==> src/rtl/sce_pkg.sv <==
package sce_pkg;

  // Class codes; these are also the low two bits of the read address.
  typedef enum logic [1:0] {
    EV_UPSET = 2'd0,
    EV_LONG  = 2'd1,
    EV_INTR  = 2'd2,
    EV_NONE  = 2'd3
  } ev_cls_e;

  // Class of a run that a correct sample has just closed.
  function automatic ev_cls_e close_class(input int unsigned run_len,
                                          input int unsigned limit);
    if (run_len == 1)                        return EV_UPSET;
    else if (run_len >= 2 && run_len < limit) return EV_LONG;
    else                                     return EV_NONE;
  endfunction

endpackage

==> src/rtl/sce_delay_line.sv <==
module sce_delay_line #(
  parameter int   DEPTH = 8,
  parameter logic INIT  = 1'b0
) (
  input  logic clk,
  input  logic rst_n,
  input  logic d,
  output logic q
);

  logic [DEPTH-1:0] sr;

  generate
    if (DEPTH == 1) begin : g_single
      always_ff @(posedge clk or negedge rst_n) begin
        if (!rst_n) sr <= INIT;
        else        sr <= d;
      end
    end else begin : g_multi
      always_ff @(posedge clk or negedge rst_n) begin
        if (!rst_n) sr <= {DEPTH{INIT}};
        else        sr <= {sr[DEPTH-2:0], d};
      end
    end
  endgenerate

  assign q = sr[DEPTH-1];

endmodule

==> src/rtl/sce_run_classifier.sv <==
module sce_run_classifier
  import sce_pkg::*;
#(
  parameter int CNT_W     = 16,
  parameter int RUN_LIMIT = 50
) (
  input  logic             clk,
  input  logic             rst_n,
  input  logic             clr,
  input  logic             mis,
  output logic [CNT_W-1:0] cnt_upset,
  output logic [CNT_W-1:0] cnt_long,
  output logic [CNT_W-1:0] cnt_intr
);

  localparam int RUN_W = $clog2(RUN_LIMIT + 1);
  localparam logic [RUN_W-1:0] LIM   = RUN_W'(RUN_LIMIT);
  localparam logic [CNT_W-1:0] CMAX  = '1;

  function automatic logic [CNT_W-1:0] sat_inc(input logic [CNT_W-1:0] v,
                                               input logic en);
    return (en && v != CMAX) ? v + 1'b1 : v;
  endfunction

  function automatic logic [RUN_W-1:0] run_next(input logic [RUN_W-1:0] r,
                                                input logic m);
    if (!m)       return '0;
    else if (r == LIM) return r;
    else          return r + 1'b1;
  endfunction

  logic [RUN_W-1:0] run_q;
  ev_cls_e          close_cls;
  logic             ev_upset, ev_long, ev_intr;

  assign close_cls = close_class(32'(run_q), RUN_LIMIT);
  assign ev_upset  = !mis && (close_cls == EV_UPSET);
  assign ev_long   = !mis && (close_cls == EV_LONG);
  assign ev_intr   = mis && (run_q == LIM - 1'b1);

  always_ff @(posedge clk or negedge rst_n) begin
    if (!rst_n) begin
      run_q     <= '0;
      cnt_upset <= '0;
      cnt_long  <= '0;
      cnt_intr  <= '0;
    end else if (clr) begin
      run_q     <= '0;
      cnt_upset <= '0;
      cnt_long  <= '0;
      cnt_intr  <= '0;
    end else begin
      run_q     <= run_next(run_q, mis);
      cnt_upset <= sat_inc(cnt_upset, ev_upset);
      cnt_long  <= sat_inc(cnt_long, ev_long);
      cnt_intr  <= sat_inc(cnt_intr, ev_intr);
    end
  end

  // clear empties tracker and counters on the next edge
  assert_clear_all_R8: assert property (@(posedge clk) disable iff (!rst_n)
    clr |=> (run_q == '0 && cnt_upset == '0 && cnt_long == '0 && cnt_intr == '0));

  // a correct sample closes the run
  assert_run_closed_R3: assert property (@(posedge clk) disable iff (!rst_n)
    (!clr && !mis) |=> run_q == '0);

  // run grows one per mismatched sample until the limit
  assert_run_grows_R5: assert property (@(posedge clk) disable iff (!rst_n)
    (!clr && mis && run_q != LIM) |=> run_q == $past(run_q) + 1'b1);

  // a run at the limit never adds a long upset nor a second interrupt
  assert_intr_once_R5: assert property (@(posedge clk) disable iff (!rst_n)
    (!clr && run_q == LIM) |=> ($stable(cnt_intr) && $stable(cnt_long)));

  // a lone mismatch closing raises the upset count unless saturated
  assert_lone_upset_R3: assert property (@(posedge clk) disable iff (!rst_n)
    (!clr && !mis && run_q == 1 && cnt_upset != CMAX) |=> cnt_upset == $past(cnt_upset) + 1'b1);

  // saturated counters stay at the maximum
  assert_no_overflow_R7: assert property (@(posedge clk) disable iff (!rst_n)
    (!clr && (cnt_upset == CMAX || cnt_long == CMAX || cnt_intr == CMAX)) |=>
      (($past(cnt_upset) != CMAX || cnt_upset == CMAX) &&
       ($past(cnt_long)  != CMAX || cnt_long  == CMAX) &&
       ($past(cnt_intr)  != CMAX || cnt_intr  == CMAX)));

endmodule

==> src/rtl/shift_chain_classifier.sv <==
module shift_chain_classifier
  import sce_pkg::*;
#(
  parameter int NUM_CHAINS  = 9,
  parameter int CHAIN_DEPTH = 8,
  parameter int CNT_W       = 16,
  parameter int RUN_LIMIT   = 50,
  parameter logic [NUM_CHAINS-1:0] INV_MASK = NUM_CHAINS'(9'b1_0000_0100),
  localparam int CH_W   = (NUM_CHAINS > 1) ? $clog2(NUM_CHAINS) : 1,
  localparam int ADDR_W = CH_W + 2
) (
  input  logic                  clk,
  input  logic                  rst_n,
  input  logic                  clr_i,
  input  logic [NUM_CHAINS-1:0] chain_din_i,
  output logic                  stim_o,
  input  logic [ADDR_W-1:0]     rd_addr_i,
  output logic [CNT_W-1:0]      rd_data_o
);

  logic                  stim_q;
  logic                  ref_q;
  logic [NUM_CHAINS-1:0] chain_q;
  logic [NUM_CHAINS-1:0] mis;
  logic [CNT_W-1:0]      cnt_up   [NUM_CHAINS];
  logic [CNT_W-1:0]      cnt_lg   [NUM_CHAINS];
  logic [CNT_W-1:0]      cnt_in   [NUM_CHAINS];

  always_ff @(posedge clk or negedge rst_n) begin
    if (!rst_n) stim_q <= 1'b0;
    else        stim_q <= ~stim_q;
  end
  assign stim_o = stim_q;

  sce_delay_line #(.DEPTH(CHAIN_DEPTH), .INIT(1'b0)) u_ref (
    .clk(clk), .rst_n(rst_n), .d(stim_q), .q(ref_q)
  );

  generate
    for (genvar c = 0; c < NUM_CHAINS; c++) begin : g_chain
      sce_delay_line #(.DEPTH(CHAIN_DEPTH), .INIT(INV_MASK[c])) u_chain (
        .clk(clk), .rst_n(rst_n), .d(chain_din_i[c] ^ INV_MASK[c]), .q(chain_q[c])
      );
      assign mis[c] = chain_q[c] ^ (ref_q ^ INV_MASK[c]);

      sce_run_classifier #(.CNT_W(CNT_W), .RUN_LIMIT(RUN_LIMIT)) u_cls (
        .clk(clk), .rst_n(rst_n), .clr(clr_i), .mis(mis[c]),
        .cnt_upset(cnt_up[c]), .cnt_long(cnt_lg[c]), .cnt_intr(cnt_in[c])
      );
    end
  endgenerate

  always_comb begin
    rd_data_o = '0;
    for (int i = 0; i < NUM_CHAINS; i++) begin
      if (rd_addr_i[ADDR_W-1:2] == CH_W'(i)) begin
        case (ev_cls_e'(rd_addr_i[1:0]))
          EV_UPSET: rd_data_o = cnt_up[i];
          EV_LONG:  rd_data_o = cnt_lg[i];
          EV_INTR:  rd_data_o = cnt_in[i];
          default:  rd_data_o = '0;
        endcase
      end
    end
  end

  // stimulus inverts on every edge out of reset
  assert_stim_toggles_R1: assert property (@(posedge clk) disable iff (!rst_n)
    1'b1 |=> stim_q != $past(stim_q));

  // class code 3 always reads zero
  assert_unused_class_zero_R9: assert property (@(posedge clk) disable iff (!rst_n)
    (rd_addr_i[1:0] == 2'd3) |-> rd_data_o == '0);

endmodule

==> config.mk <==
export PLATFORM = sky130hd
export DESIGN_NAME = shift_chain_classifier
export DESIGN_NICKNAME = d
export VERILOG_FILES = /design/src/rtl/sce_pkg.sv /design/src/rtl/sce_delay_line.sv /design/src/rtl/sce_run_classifier.sv /design/src/rtl/shift_chain_classifier.sv
export SDC_FILE = /design/constraint.sdc
export NUM_CORES = 1
export LEC_CHECK = 0
export BUFFER_PORTS_ARGS = -buffer_cell sky130_fd_sc_hd__buf_2
export CAP_MARGIN = 20
export CORE_MARGIN = 2
export CORE_UTILIZATION = 60
export DETAILED_ROUTE_END_ITERATION = 10
export PLACE_DENSITY = 0.78
export REMOVE_ABC_BUFFERS = 1
export SYNTH_ARGS = -nofsm -noshare
export SYNTH_HDL_FRONTEND = slang
export SYNTH_SLANG_ARGS = --single-unit
==> constraint.sdc <==
create_clock -name clk -period 7.05 [get_ports clk]
set_input_delay 0.3525 -clock clk [delete_from_list [all_inputs] [get_ports clk]]
set_output_delay 0.3525 -clock clk [all_outputs]
set_load 0.02 [all_outputs]
==> results.json <==
{
  "tritoncts_num_sinks": 567,
  "maxSlewHeadroom_pct": 13.3,
  "first_global_vias": 25700,
  "worst-endpoint-arrival_ns": 3.84,
  "seqPwrFrac_pct": 47.9,
  "io_buffer_count": 34,
  "share_of_synthesized_area_spent_on_multiplexers_pct": 6.41,
  "routed_wirelength_mm": 85.0,
  "fp.coreArea_um2": 53800,
  "synth_top_cell_area_share_pct": 42.2,
  "max-vdd-ir-drop_v": 0.000227,
  "powerDensity_nw_per_um2": 196,
  "htree_levels": 2,
  "cp-startpoint": "rd_addr_i[0]",
  "synthSimpleGateAreaFrac_pct": 21.1,
  "drc": 0,
  "postSynth.asyncResetShare_pct": 100,
  "outcome": "completed",
  "clk_latency_ns": 0.64,
  "switching_power_uw": 1590,
  "dominant_combinational_cell_family_by_area_after_synthesis": "simple AND/OR/NAND/NOR gates",
  "static-leakage-power_uw": 0.0139,
  "timing.critical_path.slowest_stage_cell": "nor2b_4",
  "detail_route.wl_per_cell_um": 20.8,
  "critical_path.max_fanout": 51,
  "detail_route.first_pass.iterations": 9,
  "worstHoldPathType": "input port to register",
  "fill_cells": 4202,
  "part_of_the_power_in_the_clock_network_pct": 47.5,
  "placement.setup.worst_slack_ns": 3.02,
  "worstReg2RegEnd": "g_chain[4].u_cls.cnt_long[11]$_DFFE_PN0P_",
  "setup_repair_after_global_routing_missed_its_margin": "false",
  "initial_util_pct": 60.7,
  "postCtsResizedCells": 0,
  "maximum_number_of_pins_on_one_net_before_global_route_repair": 244,
  "area_growth_pct": 8.12,
  "die_height_um": 237,
  "floorplan.die_area_um2": 56300,
  "max_stage_delay_ns": 0.97,
  "yosysSeqAreaShare_pct": 43.5,
  "crit_path_frequent_cell": "buf_2",
  "tightestPinTransition_ns": 1.30,
  "synth_largest_area_cell": "dfrtp_1",
  "clock_skew_ns": 0.0275,
  "synthTopCellsByArea": "dfrtp_1 (42%), xnor2_1 (5.6%), nor2_1 (4.7%)",
  "ios": 35,
  "finalNonFillerCells": 4079,
  "clock_tree_root_buffer_cell": "clkbuf_16",
  "route.vias.total": 27000,
  "post-route-period-util_pct": 59.5,
  "setup_viol_count_final": 0,
  "worst_setup_hold_path_clk_slew_ns": 0.06,
  "r2r_setup_slack_ns": 4.03,
  "gpl.final_weighted_congestion": 0.942,
  "post_synth_inst_count": 3398,
  "cellInternalPower_uw": 5320,
  "whs_ns": 0.192,
  "timing.critical_path.to_type": "output port",
  "dp_hpwl_mm": 58.5,
  "post-route-min-period_ns": 4.19,
  "number_of_antenna_violations_at_the_first_check_in_global_routing": 5,
  "synth-compound-area-share_pct": 15.0,
  "placedCellCount": 3954,
  "synth-xor-area-share_pct": 8.53,
  "final_layout_size_suffix_gt1_share_pct": 10.1,
  "groute.usage.overall_pct": 30.1,
  "drv_cap": 0,
  "ys_top_cells_by_count": "dfrtp_1 (551), nor2_1 (413), xnor2_1 (207)",
  "nets": 3404,
  "dieWidth_um": 237,
  "synth_fa_ha_area_share_pct": 2.07,
  "mapped_area_um2": 32700,
  "worstSetupPathType": "input port to output port",
  "ant_nets": 0,
  "yosys_most_used_dff": "dfrtp_1",
  "total_gr_overflow": 0,
  "drt-initial-drc-count": 2909,
  "via_per_inst": 6.62,
  "cp.required_ns": 6.70,
  "postSynthAreaPerCell_um2": 9.61,
  "number_of_flops_mapped_to_enable_cells_by_yosys": 0,
  "report.final.hold_viol_count": 0,
  "r2r.worst_path.cells": 6,
  "syn_warnings": 0,
  "std_cell_rows": 85,
  "fin_ws_ns": 2.86,
  "fmax_mhz": 239,
  "yosys.cell_count.top_type": "dfrtp_1",
  "clock_path_buffers": 3,
  "post_cts_buffers": 0,
  "power.switching_fraction_pct": 23.0,
  "wire_length_of_the_first_global_routing_pass_mm": 138,
  "type_of_origin_of_the_critical_path": "input port",
  "crit_path_end": "rd_data_o[12]",
  "combinationalPowerShare_pct": 4.6,
  "worst_r2r_startpoint": "u_ref.sr[7]$_DFF_PN0_",
  "worstPathCellList": "buf_2 > nor2b_4 > buf_4 > a22oi_1 > o221ai_1 > a21oi_1 > o21ai_0 > buf_2",
  "tritoncts": "done",
  "final_max_slew_viol_count": 0,
  "holdPathStages": 2,
  "post_synth_num_cell_types": 88,
  "yosys_register_bits": 567,
  "fin_setup_tns_ns": 0,
  "numCtsBuffers": 61
}
## power groups by stage
| stage | Combinational (uW) | Sequential (uW) | Clock [uW] |
|---|---|---|---|
| after detailed placement | 315 | 3370 | 0 |
| after floorplan | 126 | 3360 | 0 |
| after global routing | 353 | 3310 | 3470 |
| final | 319 | 3310 | 3280 |
| after CTS | 320 | 3310 | 3330 |
| after global placement | 306 | 3370 | 0 |
## flip-flops by register name, indices dropped and copies added (netlist names)
register / flops
g_chain.u_cls.cnt_upset: 144
stim_o: 1
g_chain.u_cls.cnt_intr: 144
g_chain.u_chain.sr: 72
g_chain.u_cls.run_q: 54
u_ref.sr: 8
g_chain.u_cls.cnt_long: 144
## final cells by class
type	instances	area (um^2)	area share, %
Clock buffer	88	1740	4.92
Clock inverter	24	304	0.861
Sequential cell	567	14200	40.2
Antenna cell	2	5.00	0.0142
Timing Repair Buffer	68	499	1.41
Inverter	79	297	0.840
Multi-Input combinational cell	2555	17400	49.2
Tap cell	696	871	2.47
## per-layer routing
layer  part of all wire, %  vias to the layer above  wire length, um  GRT usage [%]
met2                    46                     1035            39000           47.0
met4                   3.9                        6             3360           11.9
met1                    42                    13300            35700           42.0
met5                 0.040                        -               34              0
met3                   8.1                      209             6890           5.21
li1                      -                    12500                -              -
## critical path: cells and delay by family
family / cells / cell delay (ns)
AND/OR/NAND/NOR: 1 / 0.97
AO/OA/AOI/OAI: 4 / 1.01
buffers and inverters: 3 / 1.48
## worst min path at each step
stage,from,to,slack (ns)
2_1_floorplan,rst_n,g_chain[0].u_chain.sr[0]$_DFF_PN0_,0.06
3_3_place_gp,g_chain[5].u_chain.sr[3]$_DFF_PN0_,g_chain[5].u_chain.sr[4]$_DFF_PN0_,0.33
3_5_place_dp,g_chain[0].u_chain.sr[3]$_DFF_PN0_,g_chain[0].u_chain.sr[4]$_DFF_PN0_,0.33
4_1_cts,clr_i,g_chain[5].u_cls.cnt_upset[3]$_DFFE_PN0P_,0.19
5_1_grt,clr_i,g_chain[4].u_cls.cnt_intr[14]$_DFFE_PN0P_,0.22
6_report,clr_i,g_chain[4].u_cls.cnt_upset[0]$_DFFE_PN0P_,0.19
## metrics by stage
step           instance area (um^2)  util (%)  total power, uW
2_1_floorplan                 31900         -             3490
3_3_place_gp                  33200      61.6             3670
3_5_place_dp                  33200      61.6             3690
4_1_cts                       35300      65.6             6970
5_1_grt                       35300      65.6             7130
6_report                      35300      65.6             6920
## repair_timing
item                                    CTS  global route
hold endpoints to repair                133             0
endpoints found under the setup margin    0             0
hold buffers                             10             0
## logic make-up after synthesis
logic type,Yosys count
compound gates,670
buf+inv,276
simple gates,1321
mux,195
flops,567
fa+ha+maj,54
xor+xnor,315
## cells in the final DEF (no fill, tap or decap), types with 53 or more instances in the layout
master	count
nand3_1	165
nor2_1	413
nand4_1	102
dfrtp_1	551
and4_1	61
mux2_2	114
inv_1	77
a22oi_1	63
ha_1	54
o211ai_1	83
mux2i_1	81
a21oi_1	110
o21ai_0	76
and3_1	62
clkbuf_16	61
xor2_1	106
nand2_1	193
a211oi_1	53
xnor2_1	207
Note: power is estimated with default switching activity, not from simulation.
